`src/rtl/tdm_tx_pkg.sv`:
```
// Package tdm_tx_pkg
// Shared constants and the format bundle of the serial frame transmitter.
// Assumes nothing beyond being compiled before the modules that import it.
package tdm_tx_pkg;

    // Smallest word width the transmitter will send.
    localparam int unsigned TDM_MIN_WIDTH = 8;

    // Format switches that shape the sync and the bit order.
    typedef struct packed {
        logic sync_word;
        logic sync_early;
        logic sync_inv;
        logic bclk_inv;
        logic lsb_first;
    } tdm_fmt_t;

endpackage

```
`src/rtl/tdm_bclk_div.sv`:
```
// Module tdm_bclk_div
// Divides the system clock into the internal bit clock phase.
// Holds the phase low and the counter cleared whenever run is low, so every
// run starts on a fresh bit. adv marks the last system cycle of a bit.
// Assumes div is stable while run is high.
module tdm_bclk_div #(
    parameter int unsigned DIV_W = 8
) (
    input  logic             clk,
    input  logic             rst_n,
    input  logic             run,
    input  logic [DIV_W-1:0] div,
    output logic             half,
    output logic             adv
);

    logic [DIV_W-1:0] cnt_q;
    logic             half_q;

    // Count system clocks and flip the phase every div+1 cycles.
    always_ff @(posedge clk) begin
        if (!rst_n || !run) begin
            cnt_q  <= '0;
            half_q <= 1'b0;
        end else if (cnt_q == div) begin
            cnt_q  <= '0;
            half_q <= ~half_q;
        end else begin
            cnt_q <= cnt_q + 1'b1;
        end
    end

    assign half = half_q;
    assign adv  = run && (cnt_q == div) && half_q;

endmodule

```
`src/rtl/tdm_frame_seq.sv`:
```
// Module tdm_frame_seq
// Walks slot and bit positions of the frame, the optional lead bit for early
// sync, and the per-frame continue decision taken when the last bit starts.
// Emits load with the slot index whenever a new slot begins.
// Assumes wlen is at least 8 and nslots is 1..MAX_SLOTS.
module tdm_frame_seq #(
    parameter int unsigned MAX_WIDTH = 32,
    parameter int unsigned MAX_SLOTS = 2,
    localparam int unsigned BIT_W  = $clog2(MAX_WIDTH),
    localparam int unsigned WLEN_W = $clog2(MAX_WIDTH + 1),
    localparam int unsigned NSL_W  = $clog2(MAX_SLOTS + 1),
    localparam int unsigned SIDX_W = (MAX_SLOTS > 1) ? $clog2(MAX_SLOTS) : 1
) (
    input  logic              clk,
    input  logic              rst_n,
    input  logic              en,
    input  logic              early,
    input  logic [WLEN_W-1:0] wlen,
    input  logic [NSL_W-1:0]  nslots,
    input  logic              adv,
    output logic              running,
    output logic              lead,
    output logic [SIDX_W-1:0] slot,
    output logic [BIT_W-1:0]  bitpos,
    output logic              frame_last,
    output logic              cont,
    output logic              load,
    output logic [SIDX_W-1:0] load_slot
);

    logic              run_q, pre_q, cont_q;
    logic [SIDX_W-1:0] slot_q;
    logic [BIT_W-1:0]  bit_q;
    logic              last_bit, last_slot, start;

    assign last_bit  = (bit_q == BIT_W'(wlen - 1'b1));
    assign last_slot = (slot_q == SIDX_W'(nslots - 1'b1));
    assign start     = !run_q && en;

    // Decide whether a slot begins this cycle and which one.
    always_comb begin
        load      = 1'b0;
        load_slot = '0;
        if (start) begin
            load = !early;
        end else if (run_q && adv) begin
            if (pre_q) begin
                load = 1'b1;
            end else if (last_bit) begin
                if (!last_slot) begin
                    load      = 1'b1;
                    load_slot = SIDX_W'(slot_q + 1'b1);
                end else begin
                    load = cont_q;
                end
            end
        end
    end

    // Advance the frame position once per bit and stop at a frame boundary.
    always_ff @(posedge clk) begin
        if (!rst_n) begin
            run_q  <= 1'b0;
            pre_q  <= 1'b0;
            cont_q <= 1'b0;
            slot_q <= '0;
            bit_q  <= '0;
        end else if (start) begin
            run_q  <= 1'b1;
            pre_q  <= early;
            cont_q <= 1'b1;
            slot_q <= '0;
            bit_q  <= '0;
        end else if (run_q && adv) begin
            if (pre_q) begin
                pre_q  <= 1'b0;
                slot_q <= '0;
                bit_q  <= '0;
            end else if (last_bit) begin
                bit_q <= '0;
                if (!last_slot) begin
                    slot_q <= SIDX_W'(slot_q + 1'b1);
                end else if (cont_q) begin
                    slot_q <= '0;
                end else begin
                    run_q <= 1'b0;
                end
            end else begin
                bit_q <= bit_q + 1'b1;
                if (last_slot && (bit_q == BIT_W'(wlen - 2'd2))) begin
                    cont_q <= en;
                end
            end
        end
    end

    assign running    = run_q;
    assign lead       = pre_q;
    assign slot       = slot_q;
    assign bitpos     = bit_q;
    assign frame_last = last_bit && last_slot;
    assign cont       = cont_q;

endmodule

```
`src/rtl/tdm_word_path.sv`:
```
// Module tdm_word_path
// Accepts a word at each unmasked slot start, substitutes zeros for masked or
// starved slots, flags starvation, and selects the bit for the current
// position in the chosen order. Assumes bitpos < wlen <= MAX_WIDTH.
module tdm_word_path #(
    parameter int unsigned MAX_WIDTH = 32,
    parameter int unsigned MAX_SLOTS = 2,
    localparam int unsigned BIT_W  = $clog2(MAX_WIDTH),
    localparam int unsigned WLEN_W = $clog2(MAX_WIDTH + 1),
    localparam int unsigned SIDX_W = (MAX_SLOTS > 1) ? $clog2(MAX_SLOTS) : 1
) (
    input  logic                 clk,
    input  logic                 rst_n,
    input  logic                 load,
    input  logic [SIDX_W-1:0]    load_slot,
    input  logic [MAX_SLOTS-1:0] mask,
    input  logic                 s_valid,
    input  logic [MAX_WIDTH-1:0] s_data,
    input  logic [BIT_W-1:0]     bitpos,
    input  logic [WLEN_W-1:0]    wlen,
    input  logic                 lsb_first,
    input  logic                 in_frame,
    output logic                 s_ready,
    output logic                 sdata,
    output logic                 underrun
);

    logic [MAX_WIDTH-1:0] word_q;
    logic                 und_q;
    logic                 slot_masked;
    logic [BIT_W-1:0]     sel;

    assign slot_masked = mask[load_slot];
    assign s_ready     = load && !slot_masked;

    // Capture the slot word, or zeros when the slot is masked or starved.
    always_ff @(posedge clk) begin
        if (!rst_n) begin
            word_q <= '0;
            und_q  <= 1'b0;
        end else begin
            und_q <= 1'b0;
            if (load) begin
                if (slot_masked) begin
                    word_q <= '0;
                end else if (s_valid) begin
                    word_q <= s_data;
                end else begin
                    word_q <= '0;
                    und_q  <= 1'b1;
                end
            end
        end
    end

    // Map the time position of the bit to its index in the word.
    always_comb begin
        if (lsb_first) sel = bitpos;
        else           sel = BIT_W'(wlen - 1'b1) - bitpos;
    end

    assign sdata    = in_frame && word_q[sel];
    assign underrun = und_q;

endmodule

```
`src/rtl/tdm_frame_tx.sv`:
```
// Module tdm_frame_tx
// Serial audio frame transmitter: divides the system clock into a bit clock,
// sequences slots of a time-division frame, serializes handshaked words and
// generates the frame sync in the selected width, placement and polarity.
// Assumes all cfg_* fields except cfg_en are stable while active is high.
module tdm_frame_tx
    import tdm_tx_pkg::*;
#(
    parameter int unsigned MAX_WIDTH = 32,
    parameter int unsigned MAX_SLOTS = 2,
    parameter int unsigned MIN_WIDTH = TDM_MIN_WIDTH,
    parameter int unsigned DIV_W     = 8
) (
    input  logic                              clk,
    input  logic                              rst_n,
    input  logic                              cfg_en,
    input  logic [DIV_W-1:0]                  cfg_div,
    input  logic [$clog2(MAX_WIDTH+1)-1:0]    cfg_width,
    input  logic [$clog2(MAX_SLOTS+1)-1:0]    cfg_slots,
    input  logic [MAX_SLOTS-1:0]              cfg_slot_mask,
    input  logic                              cfg_sync_word,
    input  logic                              cfg_sync_early,
    input  logic                              cfg_sync_inv,
    input  logic                              cfg_bclk_inv,
    input  logic                              cfg_lsb_first,
    input  logic                              s_valid,
    input  logic [MAX_WIDTH-1:0]              s_data,
    output logic                              s_ready,
    output logic                              bclk,
    output logic                              fsync,
    output logic                              sdata,
    output logic                              underrun,
    output logic                              active
);

    localparam int unsigned BIT_W  = $clog2(MAX_WIDTH);
    localparam int unsigned WLEN_W = $clog2(MAX_WIDTH + 1);
    localparam int unsigned NSL_W  = $clog2(MAX_SLOTS + 1);
    localparam int unsigned SIDX_W = (MAX_SLOTS > 1) ? $clog2(MAX_SLOTS) : 1;

    tdm_fmt_t          fmt;
    logic [WLEN_W-1:0] wlen;
    logic [NSL_W-1:0]  nslots;
    logic              half, adv;
    logic              running, lead, frame_last, cont, load, in_frame;
    logic [SIDX_W-1:0] slot, load_slot;
    logic [BIT_W-1:0]  bitpos;
    logic              sync_act;

    assign fmt = '{sync_word:  cfg_sync_word,
                   sync_early: cfg_sync_early,
                   sync_inv:   cfg_sync_inv,
                   bclk_inv:   cfg_bclk_inv,
                   lsb_first:  cfg_lsb_first};

    // Clamp the programmed word width into the supported range.
    always_comb begin
        if (cfg_width < WLEN_W'(MIN_WIDTH))      wlen = WLEN_W'(MIN_WIDTH);
        else if (cfg_width > WLEN_W'(MAX_WIDTH)) wlen = WLEN_W'(MAX_WIDTH);
        else                                     wlen = cfg_width;
    end

    // Clamp the programmed slot count into 1..MAX_SLOTS.
    always_comb begin
        if (cfg_slots == '0)                     nslots = NSL_W'(1);
        else if (cfg_slots > NSL_W'(MAX_SLOTS))  nslots = NSL_W'(MAX_SLOTS);
        else                                     nslots = cfg_slots;
    end

    tdm_bclk_div #(.DIV_W(DIV_W)) u_div (
        .clk   (clk),
        .rst_n (rst_n),
        .run   (running),
        .div   (cfg_div),
        .half  (half),
        .adv   (adv)
    );

    tdm_frame_seq #(.MAX_WIDTH(MAX_WIDTH), .MAX_SLOTS(MAX_SLOTS)) u_seq (
        .clk        (clk),
        .rst_n      (rst_n),
        .en         (cfg_en),
        .early      (fmt.sync_early),
        .wlen       (wlen),
        .nslots     (nslots),
        .adv        (adv),
        .running    (running),
        .lead       (lead),
        .slot       (slot),
        .bitpos     (bitpos),
        .frame_last (frame_last),
        .cont       (cont),
        .load       (load),
        .load_slot  (load_slot)
    );

    assign in_frame = running && !lead;

    tdm_word_path #(.MAX_WIDTH(MAX_WIDTH), .MAX_SLOTS(MAX_SLOTS)) u_word (
        .clk       (clk),
        .rst_n     (rst_n),
        .load      (load),
        .load_slot (load_slot),
        .mask      (cfg_slot_mask),
        .s_valid   (s_valid),
        .s_data    (s_data),
        .bitpos    (bitpos),
        .wlen      (wlen),
        .lsb_first (fmt.lsb_first),
        .in_frame  (in_frame),
        .s_ready   (s_ready),
        .sdata     (sdata),
        .underrun  (underrun)
    );

    // Decide whether the current bit period lies inside the sync window.
    always_comb begin
        sync_act = 1'b0;
        if (running) begin
            if (fmt.sync_early) begin
                sync_act = lead
                        || (in_frame && frame_last && cont)
                        || (in_frame && fmt.sync_word && (slot == '0)
                            && (bitpos != BIT_W'(wlen - 1'b1)));
            end else begin
                sync_act = in_frame && (slot == '0)
                        && (fmt.sync_word || (bitpos == '0));
            end
        end
    end

    assign fsync  = sync_act ^ fmt.sync_inv;
    assign bclk   = half ^ fmt.bclk_inv;
    assign active = running;

endmodule

```
`config.mk`:
```
export PLATFORM = sky130hd
export DESIGN_NAME = tdm_frame_tx
export DESIGN_NICKNAME = d
export VERILOG_FILES = /design/src/rtl/tdm_tx_pkg.sv /design/src/rtl/tdm_bclk_div.sv /design/src/rtl/tdm_frame_seq.sv /design/src/rtl/tdm_word_path.sv /design/src/rtl/tdm_frame_tx.sv
export SDC_FILE = /design/constraint.sdc
export NUM_CORES = 1
export LEC_CHECK = 0
export BUFFER_PORTS_ARGS = -buffer_cell sky130_fd_sc_hd__buf_4
export CORE_ASPECT_RATIO = 1.25
export CORE_MARGIN = 5
export CORE_UTILIZATION = 49
export CTS_CLUSTER_SIZE = 40
export DETAILED_ROUTE_END_ITERATION = 6
export GPL_ROUTABILITY_DRIVEN = 0
export PLACE_DENSITY = 0.83
export SETUP_SLACK_MARGIN = 0.5
export SYNTH_ARGS = -nofsm -noshare
export SYNTH_HDL_FRONTEND = slang
export SYNTH_SLANG_ARGS = --single-unit
```
`constraint.sdc`:
```
create_clock -name clk -period 3.9 [get_ports clk]
set_clock_uncertainty 0.2 [all_clocks]
set_input_delay 0.585 -clock clk [delete_from_list [all_inputs] [get_ports clk]]
set_output_delay 0.585 -clock clk [all_outputs]
set_load 0.01 [all_outputs]
```
Word-level counts from Yosys, hierarchy flattened
Index checks and enable logic that the tools add are counted.
- word-level logic and storage cells: 117
- input bits: 59
- bits in registers: 51
- $lt $le $gt $ge: 5
- bitwise gates (word level): 6
- muxes and demuxes: 43
- eq/ne operators: 9
- add/subtract/negate cells: 7
- reductions and logical operators: 38
- operator list (kind ; number):
    $mux 32 ; 2
    $mux 1 ; 35
    $mux 5 ; 5
    $logic_and 1x1->1 ; 16
    $eq 5x5->1 ; 2
    $reduce_bool 2->1 ; 5
    $add 8x1->8 const B ; 1
    $eq 8x8->1 ; 1
    $gt 6x6->1 const B ; 1
    $lt 5x6->1 const B ; 1
    $lt 6x4->1 const B ; 1
    $ne 2x2->1 const B ; 3
    $add 5x1->5 const B ; 1
    $bmux 1 s5 ; 1
    $logic_not 1->1 ; 5
    $logic_not 5->1 ; 1
    $ne 5x5->1 ; 1
    $reduce_and 5->1 ; 1
    $sub 5x1->5 const B ; 1
    $sub 5x2->5 const B ; 1
    $sub 5x5->5 ; 1
    $logic_or 1x1->1 ; 4
    $not 1->1 ; 4
    $reduce_and 4->1 ; 1
    other kinds (11) ; 13

Longest topological paths before layout
Gate-level depths: netlist of the first run.
- depth in word-level cells: 14
- gate-level depth with buffers: 16
- gate-level depth less buffers: 14

Modules after synthesis
Synthesis of the first run repeated with hierarchy kept, for this count alone.
- cell total of the unflattened synthesis: 348
- area, all modules: 3083.0 µm²
- by module, submodules not included (module ; seq. area each (µm²) ; area each (µm²) ; times used ; cells each):
    tdm_word_path ; 660.6 ; 1535.2 ; 1 ; 161
    tdm_frame_seq ; 180.2 ; 764.5 ; 1 ; 92
    tdm_bclk_div ; 180.2 ; 460.4 ; 1 ; 49
    tdm_frame_tx ; 0.0 ; 322.8 ; 1 ; 46

Least setup slack after synthesis of the first run
Ideal clock, no wire load.
- path type: input to output
- start point: input port cfg_width[5]
- end point: output port fsync
- slack: -0.234 ns
- stages on the path: 15
- data arrival time: 3.349 ns
- required time: 3.115 ns
- cell sequence: buf_4 -> o21ba_2 -> nand2_1 -> ha_1 -> nand3_1 -> o21ai_0 -> nand2_1 -> o311ai_0 -> ha_1 -> and4_1 -> or4b_4 -> a21oi_1 -> a41oi_1 -> a31oi_1 -> xor2_1
- word-level cells in the longest chain between the ends: 13
- elaborated cells between the ends (all ways): 16
- ends and longest elaborated chain (what ; RTL line ; RTL):
    from (decl) ; tdm_frame_tx.sv:18 ; input logic [$clog2(MAX_WIDTH+1)-1:0] cfg_width,
    $gt 6x6->1 ; tdm_frame_tx.sv:59 ; else if (cfg_width > WLEN_W'(MAX_WIDTH)) wlen = WLEN_W'(MAX_WIDTH);
    $mux 5 ; tdm_frame_tx.sv:59 ;
    $mux 5 (*) ; tdm_frame_tx.sv:58 ; if (cfg_width < WLEN_W'(MIN_WIDTH)) wlen = WLEN_W'(MIN_WIDTH);
    $sub 5x1->5 (*) ; tdm_frame_seq.sv:36, tdm_frame_tx.sv:124 ;
    $eq 5x5->1 ; tdm_frame_seq.sv:36 ; assign last_bit = (bit_q == BIT_W'(wlen - 1'b1));
    $logic_and 1x1->1 ; tdm_frame_seq.sv:101 ; assign frame_last = last_bit && last_slot;
    $logic_and 1x1->1 (2 in a row) ; tdm_frame_tx.sv:122 ; || (in_frame && frame_last && cont)
    $logic_or 1x1->1 ; tdm_frame_tx.sv:122 ;
    $logic_or 1x1->1 (*) ; tdm_frame_tx.sv:123 ; || (in_frame && fmt.sync_word && (slot == '0)
    $mux 1 (*) ; tdm_frame_tx.sv:120 ; if (fmt.sync_early) begin
    $mux 1 (*) ; tdm_frame_tx.sv:119 ; if (running) begin
    $xor 1x1->1 (*) ; tdm_frame_tx.sv:132 ; assign fsync = sync_act ^ fmt.sync_inv;
    to (decl) ; tdm_frame_tx.sv:30 ; output logic fsync,
Every way passes the cells marked *; elsewhere a longest branch is shown, timed or not.

Worst setup path in the final report of the first run
- start point: input port cfg_width[5]
- end point: output port sdata
- word-level cells in the longest chain between the ends: 9
- elaborated cells between the ends (all ways): 10
- ends and longest elaborated chain (what ; RTL line ; RTL):
    $gt 6x6->1 ; tdm_frame_tx.sv:59 ;
    $mux 5 ; tdm_frame_tx.sv:59 ;
    $mux 5 (*) ; tdm_frame_tx.sv:58 ;
    $sub 5x1->5 (*) ; tdm_word_path.sv:59 ; else sel = BIT_W'(wlen - 1'b1) - bitpos;
    $sub 5x5->5 (*) ; tdm_word_path.sv:59 ;
    $mux 5 (*) ; tdm_word_path.sv:58 ; if (lsb_first) sel = bitpos;
    $bmux 1 s5 (*) ; tdm_word_path.sv:62 ; assign sdata = in_frame && word_q[sel];
    $mux 1 (implied by the code) (*) ; tdm_word_path.sv:62 ;
    $logic_and 1x1->1 (*) ; tdm_word_path.sv:62 ;
    to (decl) ; tdm_frame_tx.sv:31 ; output logic sdata,
Every way passes the cells marked *; elsewhere a longest branch is shown, timed or not. The select of a mux whose other input is x is not followed.

==> reports/qor.yml, run 1 <==
outcome: "finished with violations"
violations: "setup timing"
postRouteAntennaNets: 0
fmax_mhz: 242
wl_per_cell_um: 15.0
syn-cell-area_um2: 3020
grt_max_degree: 41
clock_latency_ps: 310
ioPinCount: 65
period_share: 1.06
hold_depth: 2
placed_area_um2: 3840
vias: 2993
slew_headroom: 0.630
cts-buffers-inserted: 5
grt_use_total: 0.213
rr_worst_depth: 13
grt_pass1_vias: 3124
crit_buf_inv: 5
port_buffers: 63
avgSynthCellArea_um2: 8.33
hold_viol: 0
regToRegSetupSlack_ps: 860
min-delay-start: "u_word.word_q[18]$_SDFFE_PN0P_"
area_delta_synth_final_pct: 37.7
dieArea_um2: 7850
regToRegStartpoint: "u_seq.bitpos[1]$_SDFFE_PP0P_"
drc: 0
cts_tree: "done"
synth_area_leader_cell: "dfxtp_1"
crit_required_ps: 3120
first_pass_iters: 4
totalWireLength_um: 8120
synth_top_area_frac: 0.338
worstPathCellList: "buf_4 > o21ba_4 > nand2_4 > ha_4 > buf_12 > o311ai_4 > ha_4 > nor4b_2 > a211oi_2 > buf_4 > nand3_4 > buf_4 > o211ai_1 > o211ai_1 > o22ai_2 > buf_4"
die_h_um: 97.8
final_cell_mix: "buf_4 (90), dfxtp_1 (51), nand2_1 (43)"
synth-seq-cells: 51
hp-class: "flop to flop"
min_to: "u_word.word_q[18]$_SDFFE_PN0P_"
die_w_um: 80.3
start_kind: "primary input"
htree_levels: 2
synthTopCellsByArea: "dfxtp_1 (34%), nand3_1 (7.3%), nand2_1 (5.8%)"
crit_type: "primary input to output pin"
drv_cap: 0
synth_mux_area_frac: 0.0766
initial_core_util: 0.497
via_per_inst: 5.54
syn_inst: 363
mostFrequentLayoutCell: "buf_4"
crit_top_cell: "buf_4"
tightest_slew_ps: 552
antenna_found_initial: 0
cp_slowest_cell: "o311ai_4"
yosys.area_share.simple: 0.260
syn_nets: 434
critPathTopFamily: "compound AO/OA/AOI/OAI gates"
synth.distinct_cells: 51
cts-hold-fix-buffers: 0
synth_top_family_by_area: "simple AND/OR/NAND/NOR gates"
critPathCaptureType: "output pin"
seq_area_frac_synth: 0.338
ys_warn_count: 0
synth-compound-area-share: 0.152
cp_max_fo: 4
place_inst: 524
num_rows: 32
power_density_nw_per_um2: 272
clockRootBuffer: "clkbuf_8"
drt_iter0_drc: 176
arrival_ps: 3340
grt_setup_unrepaired: "true"
hpwlAfterDp_um: 5870
final_layout_size_suffix_gt1_frac: 0.327
yosys.area_share.adder: 0.0522
setup_slack_ps: -229
synth-xor-area-share: 0.0724
drv_slew: 0
vdd_ir_drop_max_uv: 212
grt_pass1_wl_um: 13500
setup-violations-final: 3
grt_overflow_total: 0
r2r_end: "u_word.word_q[23]$_SDFFE_PN0P_"
final_area_um2: 4160
numClockSinks: 51
stdcell_count: 540
clk_path_buf_depth: 2
antenna_cells: 0
coreArea_um2: 6090
worst_path_largest_cell_delay_ps: 270
fin_nets: 525
clkSlewWorstSetupHoldPaths_ps: 90
cellLeakagePower_uw: 0.00166
fin_crit_ps: 4130
fill_cells: 499
[layer usage]
metal / up-vias / wire [um] / GRT usage
li1: 1485 / - / -
met1: 1385 / 3140 / 0.236
met2: 101 / 4330 / 0.379
met3: 22 / 373 / 0.0415
met4: 0 / 270 / 0.105
met5: - / 0 / 0
[registers in the layout, summed over array words and instances (netlist names)]
name	flops
u_div.cnt_q	8
u_div.half	1
u_seq.bitpos	5
u_seq.cont	1
u_seq.lead	1
u_seq.running	1
u_seq.slot	1
u_word.underrun	1
u_word.word_q	32
[cells in the mapped netlist (all sizes together)]
library cell and count:
nor3b 2, nor4 1, o22ai 1, a211oi 5, xnor2 15, nand3 46, o21a 1, mux2 2
nor2 18, and4 3, or4 2, mux4 6, ha 11, nor2b 3, o2111ai 1, or4b 1
mux2i 7, a41oi 2, nand2b 5, nand4 5, o21ai 42, nand2 48, clkbuf 5, a21oi 10
inv 14, dfxtp 51, or3 3, nor3 2, o21ba 1, o211ai 5, a21o 2, and2 2
fa 1, and3b 1, xor2 10, buf 11, nor4b 2, a31o 2, a31oi 3, and3 10
o311ai 1
[kinds of logic after synthesis]
kind of cell,count (synthesis)
flops,51
simple gates,154
xor+xnor,25
fa+ha+maj,12
compound gates,76
buf+inv,30
mux,15
[tightest hold or removal path: stages (launching register included)]
cell     delay [ps]
dfxtp_1         320
nand2_1          50
o21ai_1          50
[area by class of cell]
cell class	instances	area (um^2)	area share
multi-input combinational	282	2020	0.486
sequential	51	1020	0.245
timing repair buffer	100	873	0.210
tap	85	106	0.0256
clock buffer	6	72.6	0.0174
inverter	14	52.6	0.0126
clock inverter	2	12.5	0.00301
[stage by stage]
stage          worst slack, ps   util  power, uW  hold slack (ps)  TNS [ps]
5_1_grt                   -339  0.684       1190              275      -947
3_3_place_gp              -215  0.631        791              231      -622
3_5_place_dp              -326  0.631        797              237      -902
6_report                  -229  0.684       1130              246      -602
4_1_cts                   -205  0.671       1120              251      -587
2_1_floorplan            -25.9      -        684              220     -25.9
[report_power, final]
| part | switching [uW] | internal (uW) | total (uW) |
|---|---|---|---|
| sequential | 6.93 | 529 | 536 |
| combinational | 136 | 154 | 290 |
| clock | 182 | 126 | 308 |
| total | 325 | 808 | 1130 |
[timing repair]
| item | in CTS | in global routing |
|---|---|---|
| setup endpoints to repair | 36 | 36 |
| resized for setup | 16 | 4 |
| buffers inserted | 1 | 5 |
| cloned | 2 | 0 |
| pin swaps | 15 | 14 |
[worst max path at each step]
stage | startpoint | end | slack [ps] | depth (start not counted)
final | cfg_width[5] | sdata | -230 | 16
after global routing | cfg_width[4] | fsync | -340 | 16
after CTS | cfg_width[3] | fsync | -200 | 16
after detailed placement | cfg_width[4] | sdata | -330 | 18
after global placement | cfg_width[4] | sdata | -210 | 18
after floorplan | cfg_width[5] | fsync | -30 | 15
Note: power is estimated with default switching activity, not from simulation.
==> inputs of run 2 (changes only) <==
Settings changed: ABC_AREA from default to 1, CORE_UTILIZATION 49 to 51, PLACE_DENSITY 0.83 to 0.84.
==> reports/qor.yml, run 2 <==
clockRootBuffer: "clkbuf_8"
vdd_ir_drop_max_uv: 185  # -13%
synthTopCellsByArea: "dfxtp_1 (29%), nand2_1 (14%), inv_1 (8.1%)"
totalWireLength_um: 8250  # +1.6%
numClockSinks: 51  # unchanged
antenna_cells: 0  # unchanged
wl_per_cell_um: 12.4  # -18%
crit_required_ps: 3120  # about the same
critPathCaptureType: "output pin"
async_flop_share: 0  # unchanged
multi_input_comb_area_um2: 2200  # +8.7%
regArea_um2: 1020  # unchanged
grt_max_degree: 37  # -9.8%
hold_viol: 0  # unchanged
slew_headroom: 0.621  # -0.00949
ys_warn_count: 0  # unchanged
postRouteAntennaNets: 0  # unchanged
antenna_found_initial: 0  # unchanged
grt_use_total: 0.195  # -0.0183
htree_levels: 2  # unchanged
p_seq_frac: 0.446  # -0.027
final_layout_size_suffix_gt1_frac: 0.288  # -0.0395
final_cell_mix: "nand2_1 (125), inv_1 (69), buf_4 (67)"
regToRegSetupSlack_ps: 1180  # +320 ps
clkSlewWorstSetupHoldPaths_ps: 90  # about the same
cellLeakagePower_uw: 0.00200  # +20%
combPwrFrac: 0.256  # about the same
mostFrequentLayoutCell: "nand2_1"
outcome: "completed"
cts_tree: "done"
start_kind: "primary input"
switchingPower_uw: 346  # +6.3%
fmax_mhz: 265  # +9.4%
pre_cts_ws_ps: 60.5  # +386 ps
dieArea_um2: 8650  # +10%
fin_nets: 651  # +24%
grt_pass1_wl_um: 14100  # +4.5%
seq_area_frac_synth: 0.291  # -0.0467
syn_nets: 587  # +35%
synth.most_common_cell: "nand2_1"
drt_iter0_drc: 209  # +19%
synth_area_leader_cell: "dfxtp_1"
grt_pass1_vias: 3336  # +6.8%
initial_core_util: 0.528  # +0.0311
clock_latency_ps: 300  # about the same
die_h_um: 103  # +5.0%
hp-class: "flop to flop"
die_w_um: 84.2  # +4.9%
synth.distinct_cells: 42  # -18%
first_pass_iters: 4  # unchanged
port_buffers: 63  # unchanged
drc: 0  # unchanged
synth-edff-count: 0  # unchanged
largest_reg_flops: 32  # unchanged
vias: 3390  # +13%
fill_cells: 580  # +16%
setup_slack_ps: 125  # +354 ps
num_rows: 33  # +3.1%
synth_ff_type: "dfxtp_1"
switching_share: 0.288  # +0.00128
setup-violations-final: 0  # -3
cp_max_fo: 7  # +3
tightest_slew_ps: 568  # +16.0 ps
via_per_inst: 5.08  # -8.3%
coreArea_um2: 6650  # +9.2%
arrival_ps: 2990  # -350 ps
fin_setup_tns_ps: 0  # +602 ps
synth_top_area_frac: 0.291  # -0.0467
clockPowerShare: 0.299  # +0.027
ioPinCount: 65  # unchanged
avgSynthCellArea_um2: 6.80  # -18%
synthTopCellsByCount: "nand2_1 (130), inv_1 (76), dfxtp_1 (51)"
top_register: "u_word.word_q"
period_share: 0.968  # -0.0908
syn_inst: 516  # +42%
hpwlAfterDp_um: 5910  # +0.66%
area_delta_synth_final_pct: 25.0
power_density_nw_per_um2: 274  # +0.44%
fin_crit_ps: 3780  # -354 ps
drv_slew: 0  # unchanged
internal_power_uw: 854  # +5.6%
grt_setup_unrepaired: "true"
synth-seq-cells: 51  # unchanged
grt_overflow_total: 0  # unchanged
syn-cell-area_um2: 3510  # +16%
drv_cap: 0  # unchanged
clk_path_buf_depth: 2  # unchanged
crit_type: "primary input to output pin"
cts-buffers-inserted: 5  # unchanged
run 2: changes by cell type in the layout (fill, tap and decap cells not counted), moves of 9 or more:
cell     previous run  this run
nor2_1             18        38
inv_1              14        69
a21oi_2             2        13
nand2_1            43       125
nand3_2             2        19
and3_1              9         0
a21oi_1             8        30
o21ai_1            28         3
buf_4              90        67
run 2: layer usage:
metal / wire length, um / vias up / track usage / share of wire
li1: - / 1755 / - / -
met1: 3490 / 1536 / 0.227 / 0.42
met2: 4160 / 81 / 0.348 / 0.50
met3: 355 / 18 / 0.0312 / 0.043
met4: 244 / 0 / 0.0953 / 0.030
met5: 0 / - / 0 / 0
run 2: power groups by stage:
stage | clock (uW) | sequential (uW) | combinational (uW)
floorplan | 0 | 545 | 182
global placement | 0 | 546 | 254
detailed placement | 0 | 546 | 261
CTS | 361 | 534 | 287
global route | 380 | 536 | 339
finish | 358 | 535 | 307
run 2: final timing paths:
path                                                      from                             end  cells after the start
worst max register to register    u_seq.bitpos[1]$_SDFFE_PP0P_  u_word.word_q[19]$_SDFFE_PN0P_                     13
worst min-delay path            u_word.word_q[23]$_SDFFE_PN0P_  u_word.word_q[23]$_SDFFE_PN0P_                      2
worst max-delay path                              cfg_width[4]                           sdata                     17
worst min register to register  u_word.word_q[23]$_SDFFE_PN0P_  u_word.word_q[23]$_SDFFE_PN0P_                      2
run 2: repair_timing:
item	4_1_cts	5_1_grt
cloned	1	0
gates resized for setup	33	23
setup buffers	6	2
hold buffers	0	0
endpoints found under the setup margin	35	35
pin swaps	23	21
run 2: stage by stage:
stage | power [uW] | instances | cell area (um^2) | util | hold WS [ps]
2_1_floorplan | 728 | 516 | 3550 | - | 230
3_3_place_gp | 800 | 651 | 4010 | 0.603 | 243
3_5_place_dp | 807 | 651 | 4010 | 0.603 | 252
4_1_cts | 1180 | 665 | 4280 | 0.643 | 266
5_1_grt | 1250 | 667 | 4380 | 0.660 | 278
6_report | 1200 | 667 | 4380 | 0.660 | 266
run 2: cell families after synthesis:
family / after synthesis / share of synthesized area
AOI/OAI and AO/OA: 73 / 0.124
xor gates and xnor gates: 18 / 0.0449
adders and majority gates: 12 / 0.0449
buffers and inverters: 101 / 0.130
DFF: 51 / 0.291
and+or+nand+nor: 261 / 0.364
run 2: final cells by class:
type,count,area share
multi-input cells,364,0.502
flip-flops and latches,51,0.233
repair buffers,78,0.146
inverters,80,0.0716
well taps,87,0.0248
clock buffers,6,0.0166
clock inverters,1,0.00685
run 2: critical path: stages:
cell and delay [ps]:
buf_8 100, nor2_4 160, inv_2 90, nand3_4 90, ha_4 220, fa_1 460
o21ai_2 230, buf_6 200, buf_4 120, nand3_1 80, nand3_2 60, nand2_1 60
nor2_1 160, a31oi_2 60, a21oi_2 130, nor2_2 60, buf_6 110
==> inputs of run 3 (changes only) <==
Settings changed: CORE_UTILIZATION 51 to 55, PLACE_DENSITY 0.84 to 0.86.
Clock period 3.9 ns to 4.8 ns, I/O delays scaled along.
==> reports/qor.yml, run 3 (synthesized netlist as in run 2, its figures left out) <==
outcome: "completed"
setup-violations-final: 0  # unchanged
antenna_found_initial: 0  # unchanged
clk_path_buf_depth: 2  # unchanged
crit_end: "sdata"
placed_area_um2: 3970  # -1.0%
mostFrequentLayoutCell: "nand2_1"
fin_setup_tns_ps: 0  # unchanged
first_pass_iters: 4  # unchanged
cts_tree: "done"
largest_reg_flops: 32  # unchanged
drv_slew: 0  # unchanged
vias: 3412  # +0.65%
wl_met1_um: 3160  # -9.4%
final_layout_size_suffix_gt1_frac: 0.232  # -0.0558
clkSlewWorstSetupHoldPaths_ps: 90  # about the same
crit_required_ps: 3880  # +760 ps
drc: 0  # unchanged
cts-hold-fix-buffers: 0  # unchanged
die_w_um: 81.4  # -3.3%
worstPathCellList: "buf_4 > nor2_4 > inv_2 > nand3_2 > ha_1 > fa_1 > o21ai_2 > buf_4 > o21ai_0 > o211ai_1 > nand2_1 > nand2_1 > nand2_1 > nand3_1 > nand2_1 > nor2_1 > buf_4"
via_per_inst: 5.19  # +2.0%
start_kind: "primary input"
drv_cap: 0  # unchanged
hp-class: "flop to flop"
crit_top_cell: "nand2_1"
worst_path_largest_cell_delay_ps: 480  # +20 ps
grt_max_degree: 37  # unchanged
grt_use_total: 0.208  # +0.0131
dieArea_um2: 8090  # -6.5%
critPathTopFamily: "simple AND/OR/NAND/NOR gates"
fmax_mhz: 242
grt_setup_unrepaired: "true"
fill_cells: 540  # -6.9%
final_area_um2: 4100  # -6.4%
clockRootBuffer: "clkbuf_8"
fin_crit_ps: 4140
regToRegSetupSlack_ps: 2050  # +870 ps
htree_levels: 2  # unchanged
ioPinCount: 65  # unchanged
power_density_nw_per_um2: 218  # -20%
arrival_ps: 3220  # +230 ps
coreArea_um2: 6210  # -6.6%
hold_viol: 0  # unchanged
period_share: 0.862
crit_type: "primary input to output pin"
cts-buffers-inserted: 5  # unchanged
wl_met3_um: 320  # -9.9%
postRouteAntennaNets: 0  # unchanged
critPathLaunch: "cfg_width[4]"
port_buffers: 63  # unchanged
routed.top_layer: "met4"
initial_core_util: 0.565  # +0.0376
cp_slowest_cell: "fa_1"
clock_latency_ps: 300  # about the same
regToRegStartpoint: "u_seq.bitpos[1]$_SDFFE_PP0P_"
cellLeakagePower_uw: 0.00190  # -4.7%
final_cell_mix: "nand2_1 (129), inv_1 (75), buf_4 (69)"
fin_nets: 643  # -1.2%
critPathCaptureType: "output pin"
rr_worst_depth: 12  # -1
crit_buf_inv: 4  # -1
wl_per_cell_um: 12.4  # -0.12%
numClockSinks: 51  # unchanged
tightest_slew_ps: 445  # -124 ps
hpwlAfterDp_um: 6040  # +2.2%
num_rows: 32  # -3.0%
wl_met2_um: 4430  # +6.5%
grt_pass1_wl_um: 13700  # -2.5%
grt_overflow_total: 0  # unchanged
antenna_cells: 0  # unchanged
area_delta_synth_final_pct: 16.9
vdd_ir_drop_max_uv: 148  # -20%
totalWireLength_um: 8130  # -1.5%
cp_max_fo: 7  # unchanged
drt_iter0_drc: 166  # -21%
cp.depth: 17  # unchanged
top_register: "u_word.word_q"
die_h_um: 99.3  # -3.3%
slew_headroom: 0.703  # +0.0828
grt_pass1_vias: 3283  # -1.6%
r2r_end: "u_word.word_q[25]$_SDFFE_PN0P_"
## run 3: changes by cell type in the layout (fill, tap and decap cells not counted), sizes merged
cell,delta
buf,-8
bufinv,-1
clkinv,+1
inv,+1
## run 3: per-stage QoR
step	instances	total power (uW)	util	hold slack [ps]	setup WS [ps]
6_report	658	893	0.661	267	663
5_1_grt	658	946	0.661	275	470
4_1_cts	656	892	0.654	266	511
3_5_place_dp	648	653	0.640	253	555
3_3_place_gp	648	645	0.640	249	579
2_1_floorplan	516	587	-	230	833
## run 3: power breakdown
part | internal [uW] | switching, uW
logic | 91.9 | 125
registers | 429 | 4.71
clock network | 102 | 139
## run 3: final cells by class
class                      count  area (um^2)  share of cell area
clock inverter                 2         12.5             0.00305
tap                           85          106              0.0259
multi-input combinational    364         2060               0.503
timing repair buffer          70          523               0.128
sequential                    51         1020               0.249
clock buffer                   6         72.6              0.0177
inverter                      80          303              0.0738
## run 3: layer usage
layer / GRT usage / vias to the layer above
met1: 0.228 / 1573
met2: 0.386 / 82
met4: 0.0858 / 0
met5: 0 / -
li1: - / 1737
met3: 0.0317 / 20
## run 3: worst min-delay path: cells and delay by family, from the launching register on
family	cells	cell delay, ps
AND/OR/NAND/NOR	1	60
flip-flops	1	310
AO/OA/AOI/OAI	1	60
## run 3: timing repair
action	4_1_cts	5_1_grt
gates cloned	0	1
pin swaps	0	1
endpoints found under the setup margin	1	3
gates resized for setup	1	10
buffers inserted	0	1
## run 3: worst min path at each step
stage,startpoint,end,slack [ps],depth (start not counted)
after floorplan,u_div.cnt_q[0]$_SDFF_PP0_,u_div.cnt_q[0]$_SDFF_PP0_,230,1
after global placement,u_div.cnt_q[0]$_SDFF_PP0_,u_div.cnt_q[0]$_SDFF_PP0_,250,1
after detailed placement,u_word.word_q[31]$_SDFFE_PN0P_,u_word.word_q[31]$_SDFFE_PN0P_,250,2
after CTS,u_word.word_q[31]$_SDFFE_PN0P_,u_word.word_q[31]$_SDFFE_PN0P_,270,2
after global routing,u_word.word_q[31]$_SDFFE_PN0P_,u_word.word_q[31]$_SDFFE_PN0P_,280,2
final,u_word.word_q[31]$_SDFFE_PN0P_,u_word.word_q[31]$_SDFFE_PN0P_,270,2
